$ cat config.mk
export PLATFORM = sky130hd
export DESIGN_NAME = acc_alu8
export DESIGN_NICKNAME = d
export VERILOG_FILES = /design/src/rtl/acc_alu8.sv
export SDC_FILE = /design/constraint.sdc
export NUM_CORES = 1
export LEC_CHECK = 0
export ABC_CLOCK_PERIOD_IN_PS = 5170
export BUFFER_PORTS_ARGS = -buffer_cell sky130_fd_sc_hd__buf_2
export CAP_MARGIN = 20
export CELL_PAD_IN_SITES_DETAIL_PLACEMENT = 1
export CELL_PAD_IN_SITES_GLOBAL_PLACEMENT = 2
export CORE_MARGIN = 8
export CORE_UTILIZATION = 33
export CTS_BUF_LIST = sky130_fd_sc_hd__clkbuf_8 sky130_fd_sc_hd__clkbuf_16
export DETAILED_ROUTE_END_ITERATION = 10
export PLACE_DENSITY = 0.91
export SETUP_SLACK_MARGIN = 0.4
export SLEW_MARGIN = 20
export SYNTH_ARGS = -nofsm -noshare
export SYNTH_HDL_FRONTEND = slang
export SYNTH_SLANG_ARGS = --single-unit
$ cat constraint.sdc
create_clock -name clk -period 5.17 [get_ports clk]
set_input_delay 1.034 -clock clk [delete_from_list [all_inputs] [get_ports clk]]
set_output_delay 1.034 -clock clk [all_outputs]
set_load 0.03 [all_outputs]
$ cat src/rtl/acc_alu8.sv
module acc_alu8 (
  input  logic       clk,
  input  logic       rst_n,
  input  logic [3:0] op_sel,
  input  logic [7:0] acc_in,
  input  logic [7:0] opnd_in,
  input  logic [7:0] flags_in,
  output logic [7:0] res_q,
  output logic [7:0] flags_q,
  output logic       we_q
);

  localparam logic [3:0] OP_ADD = 4'd0;
  localparam logic [3:0] OP_ADC = 4'd1;
  localparam logic [3:0] OP_SUB = 4'd2;
  localparam logic [3:0] OP_SBC = 4'd3;
  localparam logic [3:0] OP_CMP = 4'd4;
  localparam logic [3:0] OP_AND = 4'd5;
  localparam logic [3:0] OP_OR  = 4'd6;
  localparam logic [3:0] OP_XOR = 4'd7;
  localparam logic [3:0] OP_INC = 4'd8;
  localparam logic [3:0] OP_DEC = 4'd9;
  localparam logic [3:0] OP_CPL = 4'd10;
  localparam logic [3:0] OP_SCF = 4'd11;
  localparam logic [3:0] OP_CCF = 4'd12;

  logic       cin;
  logic [7:0] b_eff;
  logic [8:0] add_w, sub_w;
  logic [4:0] add_lo;
  logic       sub_hb;
  logic [7:0] inc_v, dec_v;

  assign cin    = flags_in[4] & ((op_sel == OP_ADC) | (op_sel == OP_SBC));
  assign b_eff  = opnd_in + {7'd0, cin};
  assign add_w  = {1'b0, acc_in} + {1'b0, b_eff};
  assign add_lo = {1'b0, acc_in[3:0]} + {1'b0, b_eff[3:0]};
  assign sub_w  = {1'b0, acc_in} - {1'b0, b_eff};
  assign sub_hb = acc_in[3:0] < b_eff[3:0];
  assign inc_v  = opnd_in + 8'd1;
  assign dec_v  = opnd_in - 8'd1;

  logic [7:0] res_n;
  logic       zf, nf, hf, cf, we_n;

  always_comb begin
    res_n = acc_in;
    zf    = flags_in[7];
    nf    = flags_in[6];
    hf    = flags_in[5];
    cf    = flags_in[4];
    we_n  = 1'b0;
    case (op_sel)
      OP_ADD, OP_ADC: begin
        res_n = add_w[7:0];
        nf = 1'b0; hf = add_lo[4]; cf = add_w[8];
        zf = (add_w[7:0] == 8'd0); we_n = 1'b1;
      end
      OP_SUB, OP_SBC, OP_CMP: begin
        res_n = sub_w[7:0];
        nf = 1'b1; hf = sub_hb; cf = sub_w[8];
        zf = (sub_w[7:0] == 8'd0); we_n = (op_sel != OP_CMP);
      end
      OP_AND: begin
        res_n = acc_in & opnd_in;
        nf = 1'b0; hf = 1'b1; cf = 1'b0;
        zf = ((acc_in & opnd_in) == 8'd0); we_n = 1'b1;
      end
      OP_OR: begin
        res_n = acc_in | opnd_in;
        nf = 1'b0; hf = 1'b0; cf = 1'b0;
        zf = ((acc_in | opnd_in) == 8'd0); we_n = 1'b1;
      end
      OP_XOR: begin
        res_n = acc_in ^ opnd_in;
        nf = 1'b0; hf = 1'b0; cf = 1'b0;
        zf = ((acc_in ^ opnd_in) == 8'd0); we_n = 1'b1;
      end
      OP_INC: begin
        res_n = inc_v;
        nf = 1'b0; hf = (inc_v[3:0] == 4'h0);
        zf = (inc_v == 8'd0); we_n = 1'b1;
      end
      OP_DEC: begin
        res_n = dec_v;
        nf = 1'b1; hf = (dec_v[3:0] == 4'hF);
        zf = (dec_v == 8'd0); we_n = 1'b1;
      end
      OP_CPL: begin
        res_n = ~acc_in;
        nf = 1'b1; hf = 1'b1; we_n = 1'b1;
      end
      OP_SCF: begin
        nf = 1'b0; hf = 1'b0; cf = 1'b1;
      end
      OP_CCF: begin
        nf = 1'b0; hf = 1'b0; cf = ~flags_in[4];
      end
      default: ;
    endcase
  end

  always_ff @(posedge clk) begin
    if (!rst_n) begin
      res_q   <= 8'd0;
      flags_q <= 8'd0;
      we_q    <= 1'b0;
    end else begin
      res_q   <= res_n;
      flags_q <= {zf, nf, hf, cf, 4'b0000};
      we_q    <= we_n;
    end
  end

  logic live_q;
  always_ff @(posedge clk) begin
    if (!rst_n) live_q <= 1'b0;
    else        live_q <= 1'b1;
  end

  AST_LOW_NIBBLE_ZERO: assert property (@(posedge clk) disable iff (!rst_n)
    live_q |-> flags_q[3:0] == 4'd0);
  AST_NO_WRITE_CMP: assert property (@(posedge clk) disable iff (!rst_n)
    (live_q && $past(op_sel) == OP_CMP) |-> !we_q);
  AST_NO_WRITE_CARRYOPS: assert property (@(posedge clk) disable iff (!rst_n)
    (live_q && $past(op_sel) >= OP_SCF) |-> !we_q);
  AST_INCDEC_KEEP_C: assert property (@(posedge clk) disable iff (!rst_n)
    (live_q && ($past(op_sel) == OP_INC || $past(op_sel) == OP_DEC))
      |-> flags_q[4] == $past(flags_in[4]));
  AST_CPL_KEEP_ZC: assert property (@(posedge clk) disable iff (!rst_n)
    (live_q && $past(op_sel) == OP_CPL)
      |-> (flags_q[7] == $past(flags_in[7]) && flags_q[4] == $past(flags_in[4])));
  AST_ZERO_MATCHES: assert property (@(posedge clk) disable iff (!rst_n)
    (live_q && $past(op_sel) <= OP_DEC) |-> flags_q[7] == (res_q == 8'd0));
  AST_WRITE_RANGE: assert property (@(posedge clk) disable iff (!rst_n)
    we_q |-> (live_q && $past(op_sel) <= OP_CPL && $past(op_sel) != OP_CMP));

endmodule

==> results_dict.tcl <==
set metrics [dict create \
    run_status "finished, final reports clean" \
    ys_ff_latch 13 \
    cts-resized-gates 0 \
    ir_worst_vdd_v 0.00007212 \
    power_density_nw_per_um2 158.7 \
    drive_above_1_share_pct 13.16 \
    die-width_um 110.7 \
    insertedDiodeCount 0 \
    nets 494 \
    cp_data_required_time_ns 5.28 \
    core_area_um2 8721 \
    p_int_w 0.0002708 \
    slew_viol_final 0 \
    sw_frac_of_total_pct 46.25 \
    syn_area_per_cell_um2 7.361 \
    netlist_top_cells_count "ha_1 (43), nor2_1 (29), inv_1 (28)" \
    ys_dominant_reg_cell "dfxtp_1" \
    worst_pin_slew_ns 0.9548 \
    crit_path_end_kind "register" \
    ys_seq_area_share_pct 8.795 \
    synth_warnings 0 \
    start_kind "primary input" \
    crit_slowest_cell "o311ai_0" \
    fin_total_pwr_w 0.0005039 \
    grt_max_degree 39 \
    synth.top_cell.area_share_pct 18.18 \
    wl_mm 11.04 \
    post_cts_buffers 0 \
    whs_ns 1.151 \
    fillers 1111 \
    grt_use_total_pct 17.27 \
    start_util_pct 33.93 \
    first_pass_iters 5 \
    syn_inst 402 \
    slew_headroom_pct 35.85 \
    crit_arrival_ns 4.33 \
    hold_viol_final 0 \
    io_pins 47 \
    drcViolationCount 0 \
    h-tree-depth 1 \
    critical_path.max_stage_delay_ns 0.49 \
    synth_area_leaders "ha_1 (18%), dfxtp_1 (8.8%), xnor2_1 (5.9%), o21ai_0 (4.1%), nor2_1 (3.7%)" \
    rsz0062_at_grt "false" \
    pwr-share-comb_pct 60.9 \
    synth_edf_count 0 \
    dp_hpwl_mm 8.782 \
    cts.path.max_buffers 2 \
    worstPathMaxFanout 27 \
    syn2layout_area_growth_pct 7.315 \
    port_buffers 38 \
    p_seq_share_pct 22.2 \
    clock-sinks 13 \
    switchingPower_w 0.0002331 \
    cts_tree "built" \
    drt_iter0_drc 220 \
    hold_class "in2reg" \
    fmax_mhz 237.2 \
    place.gp.congestion 0.9058 \
    vias 3151 \
    die_area_um2 12250 \
    finalWorstSetupSlack_ns 0.9537 \
    cp_num_buf_inv 1 \
    cts-root-buf "clkbuf_8" \
    synth.distinct_cells 77 \
    crit_family "compound AO/OA/AOI/OAI gates" \
    clkPwrFrac_pct 16.9 \
    row_count 34 \
    die_h_um 110.7 \
    antenna_left 0 \
    setup_viol 0 \
    critical_path.most_common_cell "ha_1" \
    grt_first_pass_wirelength_mm 17.56 \
    netlist_area_um2 2959 \
    synth_top_cell_by_area "ha_1" \
    post-route-util_pct 36.41 \
    grt_overflow 0 \
    period_share_pct 81.55 \
    power_leakage_nw 1.365 \
    cts_made_buffers 3 \
    grt_pass1_vias 3194 \
    fin_crit_ns 4.216 \
    path_clk_slew_ns 0.05 \
    crit_chain "buf_2 -> and3_1 -> ha_1 -> ha_1 -> xor2_1 -> ha_1 -> nor2b_1 -> o311ai_0 -> mux2i_1 -> o2111ai_1 -> a221oi_1 -> a21oi_1" \
    hold_buffers 0 \
    setup_tns_ns 0 \
    avgRoutedWirePerCell_um 20.98 \
    drv_cap 0 \
    antenna_found_initial 0 \
    async_flop_share_pct 0 \
    viasPerCell 5.990 \
    synth_most_common_cell "ha_1" \
    pre_cts_slack_ns 0.7440 \
    critPathKind "in2reg" \
]
flip-flops by register name, indices dropped and copies added, names as in the netlist:
name     count
flags_q      4
we_q         1
res_q        8
cell usage in the layout (no fill, tap or decap), types with 5 or more instances in the layout:
cell	instances
xnor2_1	20
dfxtp_1	13
a22oi_1	5
nand4_1	5
o21ai_0	24
a31oi_1	5
nand2_1	26
ha_1	43
nand2b_1	9
o22ai_1	8
inv_1	29
buf_2	38
nor3_1	11
xor2_1	6
nor2_1	29
a21oi_1	20
nor4_1	6
nor2b_1	10
o21a_1	5
nand3_1	12
worst min-delay path, delay by kind of cell:
kind	cells	cell delay, ns
AO/OA/AOI/OAI	1	0.04
AND/OR/NAND/NOR	1	0.09
buffers and inverters	1	0.18
power by group through the flow:
| stage | Sequential (W) | Combinational (W) | Clock [W] |
|---|---|---|---|
| 3_3_place_gp | 0.000113 | 0.000292 | 0 |
| 6_report | 0.000112 | 0.000307 | 0.0000851 |
| 4_1_cts | 0.000112 | 0.000304 | 0.0000891 |
| 3_5_place_dp | 0.000114 | 0.000302 | 0 |
| 5_1_grt | 0.000113 | 0.000334 | 0.0000952 |
| 2_1_floorplan | 0.000134 | 0.000197 | 0 |
layout make-up:
type	count	area, um2	share of cell area, %
multi-input combinational	332	2421	76.24
tap	108	135.1	4.255
sequential	13	260.3	8.195
timing repair buffer	40	205.2	6.462
clock inverter	1	3.754	0.1182
inverter	29	108.9	3.428
clock buffer	3	41.29	1.300
path summary, 6_finish.rpt:
path       from         end  cells after the start
max   op_sel[0]    res_q[7]                     12
min       rst_n  flags_q[4]                      3
routing by layer:
layer / share of wire (%) / track usage, % / vias to the layer above
li1: - / - / 1490
met1: 45 / 22.64 / 1507
met2: 46 / 28.97 / 130
met3: 5.5 / 1.299 / 24
met4: 2.7 / 5.766 / 0
met5: 0 / 0 / -
per-stage QoR:
stage / instances / area, um2
final: 526 / 3176
after floorplan: 405 / 2970
after detailed placement: 522 / 3131
after CTS: 526 / 3176
after global placement: 522 / 3131
after global routing: 526 / 3176
cells by family (layout without fill, tap and decap cells):
| logic type | count (synthesis) | after routing | share of synthesized area (%) |
|---|---|---|---|
| fa+ha+maj | 45 | 45 | 19.54 |
| buf+inv | 60 | 73 | 9.767 |
| other cells | 1 | 4 | 0.1267 |
| compound gates | 120 | 120 | 28.29 |
| simple gates | 135 | 135 | 25.12 |
| xor+xnor | 26 | 26 | 7.696 |
| mux | 2 | 2 | 0.6766 |
| flops | 13 | 13 | 8.795 |
(Power assumes the default switching activity.)
